File: config.mk
export PLATFORM = sky130hd
export DESIGN_NAME = prp_segmenter
export DESIGN_NICKNAME = d
export VERILOG_FILES = /design/src/rtl/prp_seg_pkg.sv /design/src/rtl/prp_seg_sizer.sv /design/src/rtl/prp_ptr_check.sv /design/src/rtl/prp_list_cursor.sv /design/src/rtl/prp_segmenter.sv
export SDC_FILE = /design/constraint.sdc
export NUM_CORES = 1
export LEC_CHECK = 0
export ABC_CLOCK_PERIOD_IN_PS = 6000
export BUFFER_PORTS_ARGS = -buffer_cell sky130_fd_sc_hd__buf_2
export CORE_MARGIN = 2
export CORE_UTILIZATION = 49
export CTS_CLUSTER_DIAMETER = 100
export DETAILED_ROUTE_END_ITERATION = 7
export GPL_TIMING_DRIVEN = 1
export PLACE_DENSITY = 0.84
export SKIP_LAST_GASP = 1
export SLEW_MARGIN = 20
export SYNTH_ARGS = -nofsm -noshare
export SYNTH_HDL_FRONTEND = slang
export SYNTH_SLANG_ARGS = --single-unit
export TNS_END_PERCENT = 50
File: constraint.sdc
create_clock -name clk -period 6 [get_ports clk]
set_input_delay 1.2 -clock clk [delete_from_list [all_inputs] [get_ports clk]]
set_output_delay 1.2 -clock clk [all_outputs]
set_load 0.02 [all_outputs]
File: src/rtl/prp_seg_pkg.sv
package prp_seg_pkg;
  typedef enum logic [1:0] {
    ST_IDLE  = 2'd0,
    ST_SEG   = 2'd1,
    ST_LREQ  = 2'd2,
    ST_LWAIT = 2'd3
  } seg_state_e;
endpackage

File: src/rtl/prp_seg_sizer.sv
// Length of the segment at the current address and what is left after it.
module prp_seg_sizer #(
  parameter int LEN_W      = 32,
  parameter int PAGE_BYTES = 4096,
  localparam int OFF_W     = $clog2(PAGE_BYTES)
) (
  input  logic [OFF_W-1:0] cur_off,
  input  logic [LEN_W-1:0] rem,
  output logic [LEN_W-1:0] seg_len,
  output logic [LEN_W-1:0] rem_after,
  output logic             last,
  output logic             fits_next,
  output logic             rem_gt_page
);
  localparam logic [LEN_W-1:0] PAGE_L = LEN_W'(PAGE_BYTES);

  logic [LEN_W-1:0] room;

  always_comb begin
    room        = PAGE_L - {{(LEN_W-OFF_W){1'b0}}, cur_off};
    seg_len     = (rem < room) ? rem : room;
    rem_after   = rem - seg_len;
    last        = (rem_after == '0);
    fits_next   = (rem_after <= PAGE_L);
    rem_gt_page = (rem > PAGE_L);
  end
endmodule

File: src/rtl/prp_ptr_check.sv
// Alignment test on the low bits of a pointer.
module prp_ptr_check #(
  parameter int CHK_BITS = 2
) (
  input  logic [CHK_BITS-1:0] low_bits,
  output logic                ok
);
  generate
    if (CHK_BITS > 0) begin : g_check
      assign ok = ~|low_bits;
    end else begin : g_none
      assign ok = 1'b1;
    end
  endgenerate
endmodule

File: src/rtl/prp_list_cursor.sv
// Address of the next list entry and detection of the final slot in a page.
module prp_list_cursor #(
  parameter int ADDR_W      = 64,
  parameter int PAGE_BYTES  = 4096,
  parameter int ENTRY_BYTES = 8,
  localparam int OFF_W      = $clog2(PAGE_BYTES)
) (
  input  logic              clk,
  input  logic              rst_n,
  input  logic              load,
  input  logic [ADDR_W-1:0] load_addr,
  input  logic              advance,
  output logic [ADDR_W-1:0] addr,
  output logic              last_slot
);
  localparam logic [OFF_W-1:0] LAST_OFF = OFF_W'(PAGE_BYTES - ENTRY_BYTES);

  always_ff @(posedge clk or negedge rst_n) begin
    if (!rst_n)       addr <= '0;
    else if (load)    addr <= load_addr;
    else if (advance) addr <= addr + ADDR_W'(ENTRY_BYTES);
  end

  assign last_slot = (addr[OFF_W-1:0] == LAST_OFF);
endmodule

File: src/rtl/prp_segmenter.sv
module prp_segmenter #(
  parameter int ADDR_W      = 64,
  parameter int LEN_W       = 32,
  parameter int PAGE_BYTES  = 4096,
  parameter int ENTRY_BYTES = 8
) (
  input  logic              clk,
  input  logic              rst_n,
  input  logic              start,
  input  logic [ADDR_W-1:0] ptr_first,
  input  logic [ADDR_W-1:0] ptr_second,
  input  logic [LEN_W-1:0]  xfer_len,
  output logic              busy,
  output logic              seg_valid,
  input  logic              seg_ready,
  output logic [ADDR_W-1:0] seg_addr,
  output logic [LEN_W-1:0]  seg_len,
  output logic              lrd_req_valid,
  input  logic              lrd_req_ready,
  output logic [ADDR_W-1:0] lrd_req_addr,
  input  logic              lrd_rsp_valid,
  input  logic [ADDR_W-1:0] lrd_rsp_data,
  output logic              done,
  output logic              err
);
  import prp_seg_pkg::*;

  localparam int OFF_W = $clog2(PAGE_BYTES);
  localparam int ENT_W = $clog2(ENTRY_BYTES);
  localparam int DW_W  = 2;

  seg_state_e        state_q, state_d;
  logic [ADDR_W-1:0] cur_q, cur_d;
  logic [ADDR_W-1:0] ptr2_q, ptr2_d;
  logic [LEN_W-1:0]  rem_q, rem_d;
  logic              first_q, first_d;
  logic              done_q, done_d;
  logic              err_q, err_d;

  logic [LEN_W-1:0]  sz_len, sz_rem_after;
  logic              sz_last, sz_fits_next, sz_gt_page;
  logic [ADDR_W-1:0] cand;
  logic              first_ok, data_ok, list_ok;
  logic              cur_load, cur_adv, cur_last_slot;

  prp_seg_sizer #(.LEN_W(LEN_W), .PAGE_BYTES(PAGE_BYTES)) u_sizer (
    .cur_off     (cur_q[OFF_W-1:0]),
    .rem         (rem_q),
    .seg_len     (sz_len),
    .rem_after   (sz_rem_after),
    .last        (sz_last),
    .fits_next   (sz_fits_next),
    .rem_gt_page (sz_gt_page)
  );

  // Pointer under test: the list response while waiting, else the second pointer.
  assign cand = (state_q == ST_LWAIT) ? lrd_rsp_data : ptr2_q;

  prp_ptr_check #(.CHK_BITS(DW_W)) u_chk_first (
    .low_bits (ptr_first[DW_W-1:0]),
    .ok       (first_ok)
  );

  prp_ptr_check #(.CHK_BITS(OFF_W)) u_chk_data (
    .low_bits (cand[OFF_W-1:0]),
    .ok       (data_ok)
  );

  prp_ptr_check #(.CHK_BITS(ENT_W)) u_chk_list (
    .low_bits (cand[ENT_W-1:0]),
    .ok       (list_ok)
  );

  prp_list_cursor #(
    .ADDR_W(ADDR_W), .PAGE_BYTES(PAGE_BYTES), .ENTRY_BYTES(ENTRY_BYTES)
  ) u_cursor (
    .clk       (clk),
    .rst_n     (rst_n),
    .load      (cur_load),
    .load_addr (cand),
    .advance   (cur_adv),
    .addr      (lrd_req_addr),
    .last_slot (cur_last_slot)
  );

  always_comb begin
    state_d  = state_q;
    cur_d    = cur_q;
    ptr2_d   = ptr2_q;
    rem_d    = rem_q;
    first_d  = first_q;
    done_d   = 1'b0;
    err_d    = 1'b0;
    cur_load = 1'b0;
    cur_adv  = 1'b0;
    unique case (state_q)
      ST_IDLE: begin
        if (start) begin
          if (xfer_len == '0) begin
            done_d = 1'b1;
          end else if (!first_ok) begin
            err_d = 1'b1;
          end else begin
            cur_d   = ptr_first;
            ptr2_d  = ptr_second;
            rem_d   = xfer_len;
            first_d = 1'b1;
            state_d = ST_SEG;
          end
        end
      end
      ST_SEG: begin
        if (seg_ready) begin
          rem_d = sz_rem_after;
          if (sz_last) begin
            done_d  = 1'b1;
            state_d = ST_IDLE;
          end else if (first_q) begin
            first_d = 1'b0;
            if (sz_fits_next) begin
              if (data_ok) begin
                cur_d = ptr2_q;
              end else begin
                err_d   = 1'b1;
                state_d = ST_IDLE;
              end
            end else if (list_ok) begin
              cur_load = 1'b1;
              state_d  = ST_LREQ;
            end else begin
              err_d   = 1'b1;
              state_d = ST_IDLE;
            end
          end else begin
            state_d = ST_LREQ;
          end
        end
      end
      ST_LREQ: begin
        if (lrd_req_ready) state_d = ST_LWAIT;
      end
      ST_LWAIT: begin
        if (lrd_rsp_valid) begin
          if (cur_last_slot && sz_gt_page) begin
            if (list_ok) begin
              cur_load = 1'b1;
              state_d  = ST_LREQ;
            end else begin
              err_d   = 1'b1;
              state_d = ST_IDLE;
            end
          end else if (data_ok) begin
            cur_d   = lrd_rsp_data;
            cur_adv = 1'b1;
            state_d = ST_SEG;
          end else begin
            err_d   = 1'b1;
            state_d = ST_IDLE;
          end
        end
      end
      default: state_d = ST_IDLE;
    endcase
  end

  always_ff @(posedge clk or negedge rst_n) begin
    if (!rst_n) begin
      state_q <= ST_IDLE;
      cur_q   <= '0;
      ptr2_q  <= '0;
      rem_q   <= '0;
      first_q <= 1'b0;
      done_q  <= 1'b0;
      err_q   <= 1'b0;
    end else begin
      state_q <= state_d;
      cur_q   <= cur_d;
      ptr2_q  <= ptr2_d;
      rem_q   <= rem_d;
      first_q <= first_d;
      done_q  <= done_d;
      err_q   <= err_d;
    end
  end

  assign busy          = (state_q != ST_IDLE);
  assign seg_valid     = (state_q == ST_SEG);
  assign seg_addr      = cur_q;
  assign seg_len       = sz_len;
  assign lrd_req_valid = (state_q == ST_LREQ);
  assign done          = done_q;
  assign err           = err_q;
endmodule

# After elaboration in Yosys (flattened, before gate mapping)
# Cells that the tools add are included.
[totals]
wordCells = 119
output_inout_bits = 165
ff_bits = 229
inputBits = 230
[op_classes]
reduce_logical = 16
muxes = 70
eq_ne = 17
bitwise = 2
magnitude_cmp = 3
add_sub_neg = 3
[ops]
columns = ["cell", "n"]
rows = [
  ["2-to-1 mux 64 bit", 14],
  ["case mux 64 bit (3 select lines)", 1],
  ["2-to-1 mux 32 bit", 5],
  ["adder 64 x 4 -> 64 bit, second input constant", 1],
  ["logical NOT 32 bit", 2],
  ["case mux 32 bit (2 select lines)", 1],
  ["greater-than comparator 32 x 13 -> 1 bit, second input constant", 1],
  ["less-or-equal comparator 32 x 13 -> 1 bit, second input constant", 1],
  ["< comparator 32 bit", 1],
  ["2-to-1 mux 1 bit", 32],
  ["subtractor 32 bit", 1],
  ["2-to-1 mux 2 bit", 12],
  ["inequality test 2 bit, second input constant", 8],
  ["subtractor 13 x 12 -> 14 bit, first input constant", 1],
  ["== test 12 bit, second input constant", 1],
  ["AND reduction 12 bit", 1],
  ["OR reduction 12 bit", 1],
  ["inequality test 2 x 1 -> 1 bit, second input constant", 4],
  ["case mux 2 bit (4 select lines)", 1],
  ["AND reduction 7 bit", 1],
  ["case mux 1 bit (2 select lines)", 3],
  ["AND reduction 6 bit", 1],
  ["nonzero test 2 bit", 3],
  ["inequality test 5 x 4 -> 1 bit, second input constant", 1],
  ["11 further kinds", 13],
]

# Depth between registers and ports, before layout
[logic_depth]
depth_word = 11
mapped_depth = 29
mapped_depth_nobuf = 25

# Modules after synthesis
# A second synthesis with hierarchy kept.
[unflattened]
hier_cells = 1531
hier_area_um2 = 15160.8
[by_module_without_submodules]
columns = ["mod", "seq_area_each_um2", "cells_each", "instances", "area_per_inst_um2"]
rows = [
  ["prp_segmenter", 4129.0, 787, 1, 8874.8],
  ["prp_list_cursor", 1601.5, 442, 1, 4062.6],
  ["prp_seg_sizer", 0.0, 296, 1, 2184.6],
  ["prp_ptr_check at u_chk_data", 0.0, 4, 1, 25.0],
  ["prp_ptr_check at u_chk_list", 0.0, 1, 1, 10.0],
  ["prp_ptr_check at u_chk_first", 0.0, 1, 1, 3.8],
]

# Worst setup path before layout
# No wires, ideal clock.
[synth_path]
kind = "register to register"
from = "register cur_q[2], in the netlist seg_addr[2]"
to = "register cur_q[12], in the netlist seg_addr[12]"
arrival_ns = 6.407
synth_period_minus_slack_ns = 6.532
setup_time_ns = 0.125
path_stages_with_launch = 29
n_path_buf = 4
required_time_ns = 5.875
path_slack_ns = -0.532
path_cell_list = "dfrtp_1 -> nor2_1 -> nand3b_1 -> nor2_1 -> nand3_1 -> or4_1 -> xor2_1 -> inv_1 -> ha_1 -> and3_1 -> nand2_1 -> o21ai_1 -> clkbuf_1 -> mux2i_1 -> ha_1 -> fa_1 -> nand2b_1 -> a21o_1 -> o211ai_2 -> buf_4 -> nor4_1 -> a2111oi_2 -> nand3_1 -> nor3_2 -> nand4_1 -> o211a_1 -> buf_6 -> buf_6 -> mux2_4"
[synth_via]
elab_chain_len = 7
word_cells_on_any_way = 9
classes_between = "add/sub (2); order compare (2); eq/ne (2); mux (1); reduce/logical (2)"
[synth_rtl]
columns = ["element", "line", "source"]
rows = [
  ["start: declaration", "prp_segmenter.sv:33", "logic [ADDR_W-1:0] cur_q, cur_d;"],
  ["start signal: assignment", "prp_segmenter.sv:177", "cur_q <= cur_d;"],
  ["subtractor 13 x 12 -> 14 bit *", "prp_seg_sizer.sv:20", "room = PAGE_L - {{(LEN_W-OFF_W){1'b0}}, cur_off};"],
  ["< comparator 32 bit *", "prp_seg_sizer.sv:21", "seg_len = (rem < room) ? rem : room;"],
  ["2-to-1 mux 32 bit *", "prp_seg_sizer.sv:21", ""],
  ["named net seg_len[0]", "prp_segmenter.sv:17", "output logic [LEN_W-1:0] seg_len,"],
  ["subtractor 32 bit *", "prp_seg_sizer.sv:22", "rem_after = rem - seg_len;"],
  ["less-or-equal comparator 32 x 13 -> 1 bit / logical NOT 32 bit (equally long branches)", "prp_seg_sizer.sv:24, prp_seg_sizer.sv:23", ""],
  ["inequality test 2 x 1 -> 1 bit (no line) / inequality test 2 bit (equally long branches)", "-", ""],
  ["AND reduction 12 bit (no line) *", "-", ""],
]
# Mark *: on every way through the listed nets, which the timed path passes. The rest lies on a longest branch.
# A chain may end at the register's enable or synchronous reset.

# Final worst setup path
[layout_path]
from = "register cur_q[1], in the netlist seg_addr[1]"
to = "register u_cursor.addr[22]"
[layout_via]
elab_chain_len = 11
word_cells_on_any_way = 13
classes_between = "add/sub (2); order compare (2); mux (7); reduce/logical (2)"
[layout_rtl]
columns = ["element", "line", "source"]
rows = [
  ["subtractor 13 x 12 -> 14 bit *", "prp_seg_sizer.sv:20", ""],
  ["< comparator 32 bit", "prp_seg_sizer.sv:21", ""],
  ["2-to-1 mux 32 bit *", "prp_seg_sizer.sv:21", ""],
  ["subtractor 32 bit *", "prp_seg_sizer.sv:22", ""],
  ["less-or-equal comparator 32 x 13 -> 1 bit", "prp_seg_sizer.sv:24", "fits_next = (rem_after <= PAGE_L);"],
  ["2-to-1 mux 1 bit", "prp_segmenter.sv:120", "if (sz_fits_next) begin"],
  ["2-to-1 mux 1 bit", "prp_segmenter.sv:118", "end else if (first_q) begin"],
  ["2-to-1 mux 1 bit *", "prp_segmenter.sv:115", "if (sz_last) begin"],
  ["2-to-1 mux 1 bit *", "prp_segmenter.sv:113", "if (seg_ready) begin"],
  ["case mux 1 bit (2 select lines) *", "prp_segmenter.sv:96", "unique case (state_q)"],
  ["2-to-1 mux 64 bit / nonzero test 2 bit (equally long branches)", "-", ""],
  ["end signal: assignment", "prp_list_cursor.sv:20", "else if (load) addr <= load_addr;"],
  ["end signal: assignment", "prp_list_cursor.sv:21", "else if (advance) addr <= addr + ADDR_W'(ENTRY_BYTES);"],
  ["end: declaration", "prp_list_cursor.sv:13", "output logic [ADDR_W-1:0] addr,"],
]
# Mark *: on every way between the ends. The rest lies on a longest branch, timed or not.

==> flow_summary.yaml <==
synthesis:
  synth_top_area_share_pct: 39.7
  ys_seq_elements: 229
  yosysWarnings: 0
  synth_most_common_cell: "nand2_1"
  ys_async_sr_fraction_pct: 100
  yosysTopAreaCell: "dfrtp_1"
  postSynthCellCount: 1607
  avgSynthCellArea_um2: 8.98
  synth_edf_count: 0
  yosysSeqAreaShare_pct: 39.7
  ys.flop_type: "dfrtp_1"
  syn_area_um2: 14400
  yosys-top-cells-count: "nand2_1, dfrtp_1, nor2_1"
  yosys-top-cells-area: "dfrtp_1, nand2_1, mux2i_1, mux2_4, a21oi_1"
  synth.distinct_cells: 81
sta:
  skew_ns: 0.0129
  slew_viol_final: 0
  hold_viol: 0
  post-route-min-period_ns: 5.90
  max_freq_ghz: 0.170
  timing.slew.headroom_pct: 22.9
  tns_ns: 0
  finalCritPeriodShare_pct: 98.3
  setup_violations: 0
  rsz0062_at_grt: "true"
  worst_pin_slew_ns: 1.15
die:
  initial_utilization_pct: 50.0
  die_x_um: 176
  coreArea_um2: 28900
  pin_count: 395
  die_h_um: 176
  dieArea_um2: 30800
  rows: 62
routing:
  routed_via_density: 5.99
  drt-total-wl_mm: 49.9
  drt_first_pass_iters: 5
  vias: 14514
  drt_iter0_markers: 1401
  avgRoutedWirePerCell_um: 20.6
  ant_nets: 0
  drc_errors: 0
global_routing:
  grt_max_degree: 126
  grt_use_total_pct: 31.1
  first_global_vias: 14109
  grt_pass1_wl_mm: 76.7
  overflow: 0
  antenna_found_initial: 9
critical_path:
  critical_path_class: "flop to flop"
  critPathCaptureType: "flop"
  regToRegStartpoint: "seg_addr[1]"
  cp.arrival_ns: 6.33
  cp-start-kind: "flop"
  cp.required_ns: 6.43
  critPathLaunch: "seg_addr[1]"
  cp_top_family: "compound AO/OA/AOI/OAI gates"
  crit_fanout: 7
  cp_common_cell: "a21o_1"
  slowest_delay_ns: 0.59
  crit_path_top_delay_cell: "or4b_4"
  path_buf_inv: 5
power:
  total_power_mw: 11.0
  power_density_nw_per_um2: 599
  power.internal_mw: 5.87
  swShare_pct: 46.8
  ir_drop_v: 0.000349
  p_comb_share_pct: 57.0
  p_switching_mw: 5.16
  seqPwrFrac_pct: 28.1
  clkPwrFrac_pct: 15.0
  p_leak_nw: 9.15
finish:
  finish.instance_area_um2: 18400
  drive_gt1_share_pct: 32.4
  synthToLayoutAreaGrowth_pct: 27.5
  final_core_util_pct: 63.8
  nets: 2271
  nFillCells: 2342
placement:
  port_buffers: 375
  gp_congestion: 0.938
  postPlaceCellArea_um2: 16900
  dp_hpwl_mm: 35.4
clocking:
  cts_made_buffers: 27
  clock_sinks: 229
  htree_levels: 1
  cts-root-buf: "clkbuf_16"
  cts_tree: "done"
  cts.clk_slew.worst_paths_ns: 0.06
  ctsLongestPathBuffers: 3
  worstSkewPairLatency_ns: 0.56
run:
  cap_violations: 0
status:
  status: "completed"
worst_hold_path:
  hp-class: "flop to flop"
  hp-start: "ptr2_q[2]"
[through the flow]
stage	setup slack, ns	hold slack (ns)	std cells
2_1_floorplan	0.0283	0.447	1625
3_3_place_gp	-0.178	0.463	2342
3_5_place_dp	-0.272	0.476	2342
4_1_cts	0.00604	0.490	2406
5_1_grt	-0.0672	0.522	2425
6_report	0.104	0.489	2425
[power by group through the flow]
stage                     logic, mW  clock network, mW  registers [mW]
after floorplan                3.53                  0            3.22
after global placement         5.62                  0            3.02
after detailed placement       5.74                  0            3.05
after CTS                      5.94               1.67            3.04
after global routing           6.73               1.72            3.18
final                          6.29               1.65            3.10
[per-layer routing]
| metal | wire length, um | global-route usage, % |
|---|---|---|
| met1 | 19800 | 40.6 |
| met2 | 24000 | 52.0 |
| met3 | 3940 | 4.68 |
| met4 | 2150 | 12.4 |
| met5 | 23 | 0 |
[repair_timing]
item                                    CTS  global route
pin swaps                                 9            34
hold buffers                              0             0
endpoints found under the setup margin  124           133
gates resized for setup                  24            44
cloned                                    0             1
setup buffers                            14            12
[registers in the layout, summed over array words and instances, names as in the netlist]
name / count
rem_q: 32
state_q: 2
done: 1
ptr2_q: 64
u_cursor.addr: 64
first_q: 1
seg_addr: 64
err: 1
[logic make-up (layout without fill, tap and decap cells)]
| kind of cell | count (synthesis) | after routing | synth area share (%) |
|---|---|---|---|
| AND/OR/NAND/NOR | 669 | 669 | 21.7 |
| other | 1 | 26 | 0.0260 |
| flip-flops | 229 | 229 | 39.7 |
| AO/OA/AOI/OAI | 323 | 323 | 15.1 |
| buffers and inverters | 140 | 549 | 4.66 |
| multiplexers | 149 | 149 | 12.2 |
| XOR/XNOR | 68 | 68 | 4.13 |
| adder cells (fa/ha/maj) | 28 | 28 | 2.48 |
[layout make-up]
| type | count | area, um2 | area share (%) |
|---|---|---|---|
| multi-input combinational | 1256 | 8420 | 45.8 |
| sequential | 229 | 5740 | 31.2 |
| clock buffer | 39 | 781 | 4.24 |
| timing repair buffer | 469 | 2740 | 14.9 |
| antenna | 7 | 17.5 | 0.0952 |
| clock inverter | 11 | 108 | 0.585 |
| inverter | 30 | 113 | 0.612 |
| tap | 384 | 480 | 2.61 |
[worst min-delay path: cells and delay by family, from the launching register on]
family,cells,cell delay [ns]
AND/OR/NAND/NOR,2,0.11
flip-flops,1,0.35
[worst paths after layout]
check | depth (start not counted) | slack [ns] | end
max | 27 | 0.10 | u_cursor.addr[22]
min | 2 | 0.49 | ptr2_q[2]
max reg2reg | 27 | 0.10 | u_cursor.addr[22]
min reg2reg | 2 | 0.49 | ptr2_q[2]
max in group asynchronous | 2 | 3.94 | seg_addr[36]
min in group asynchronous | 1 | 0.70 | u_cursor.addr[9]
[cells in the final DEF, fill, tap and decap left out, types with 6 or more instances in the layout]
cell / n
and3_1: 51
and2_1: 13
clkbuf_8: 6
nor4_1: 24
clkbuf_16: 28
nor2_1: 130
nand4_1: 21
buf_12: 9
mux2_4: 48
a22oi_1: 6
o21a_1: 6
o211a_1: 6
conb_1: 19
a22o_1: 10
xnor2_1: 30
a21o_1: 13
xor2_1: 31
diode_2: 7
o21ai_0: 43
clkbuf_1: 6
a221o_1: 15
o22ai_1: 11
mux2_2: 15
nor3_1: 30
or3_1: 6
mux2i_1: 82
a211oi_1: 45
a21oi_1: 109
and4_1: 6
inv_1: 27
buf_2: 374
dfrtp_1: 224
buf_4: 80
nand3_1: 40
nand2_1: 291
ha_1: 23
(Power assumes the default switching activity.)
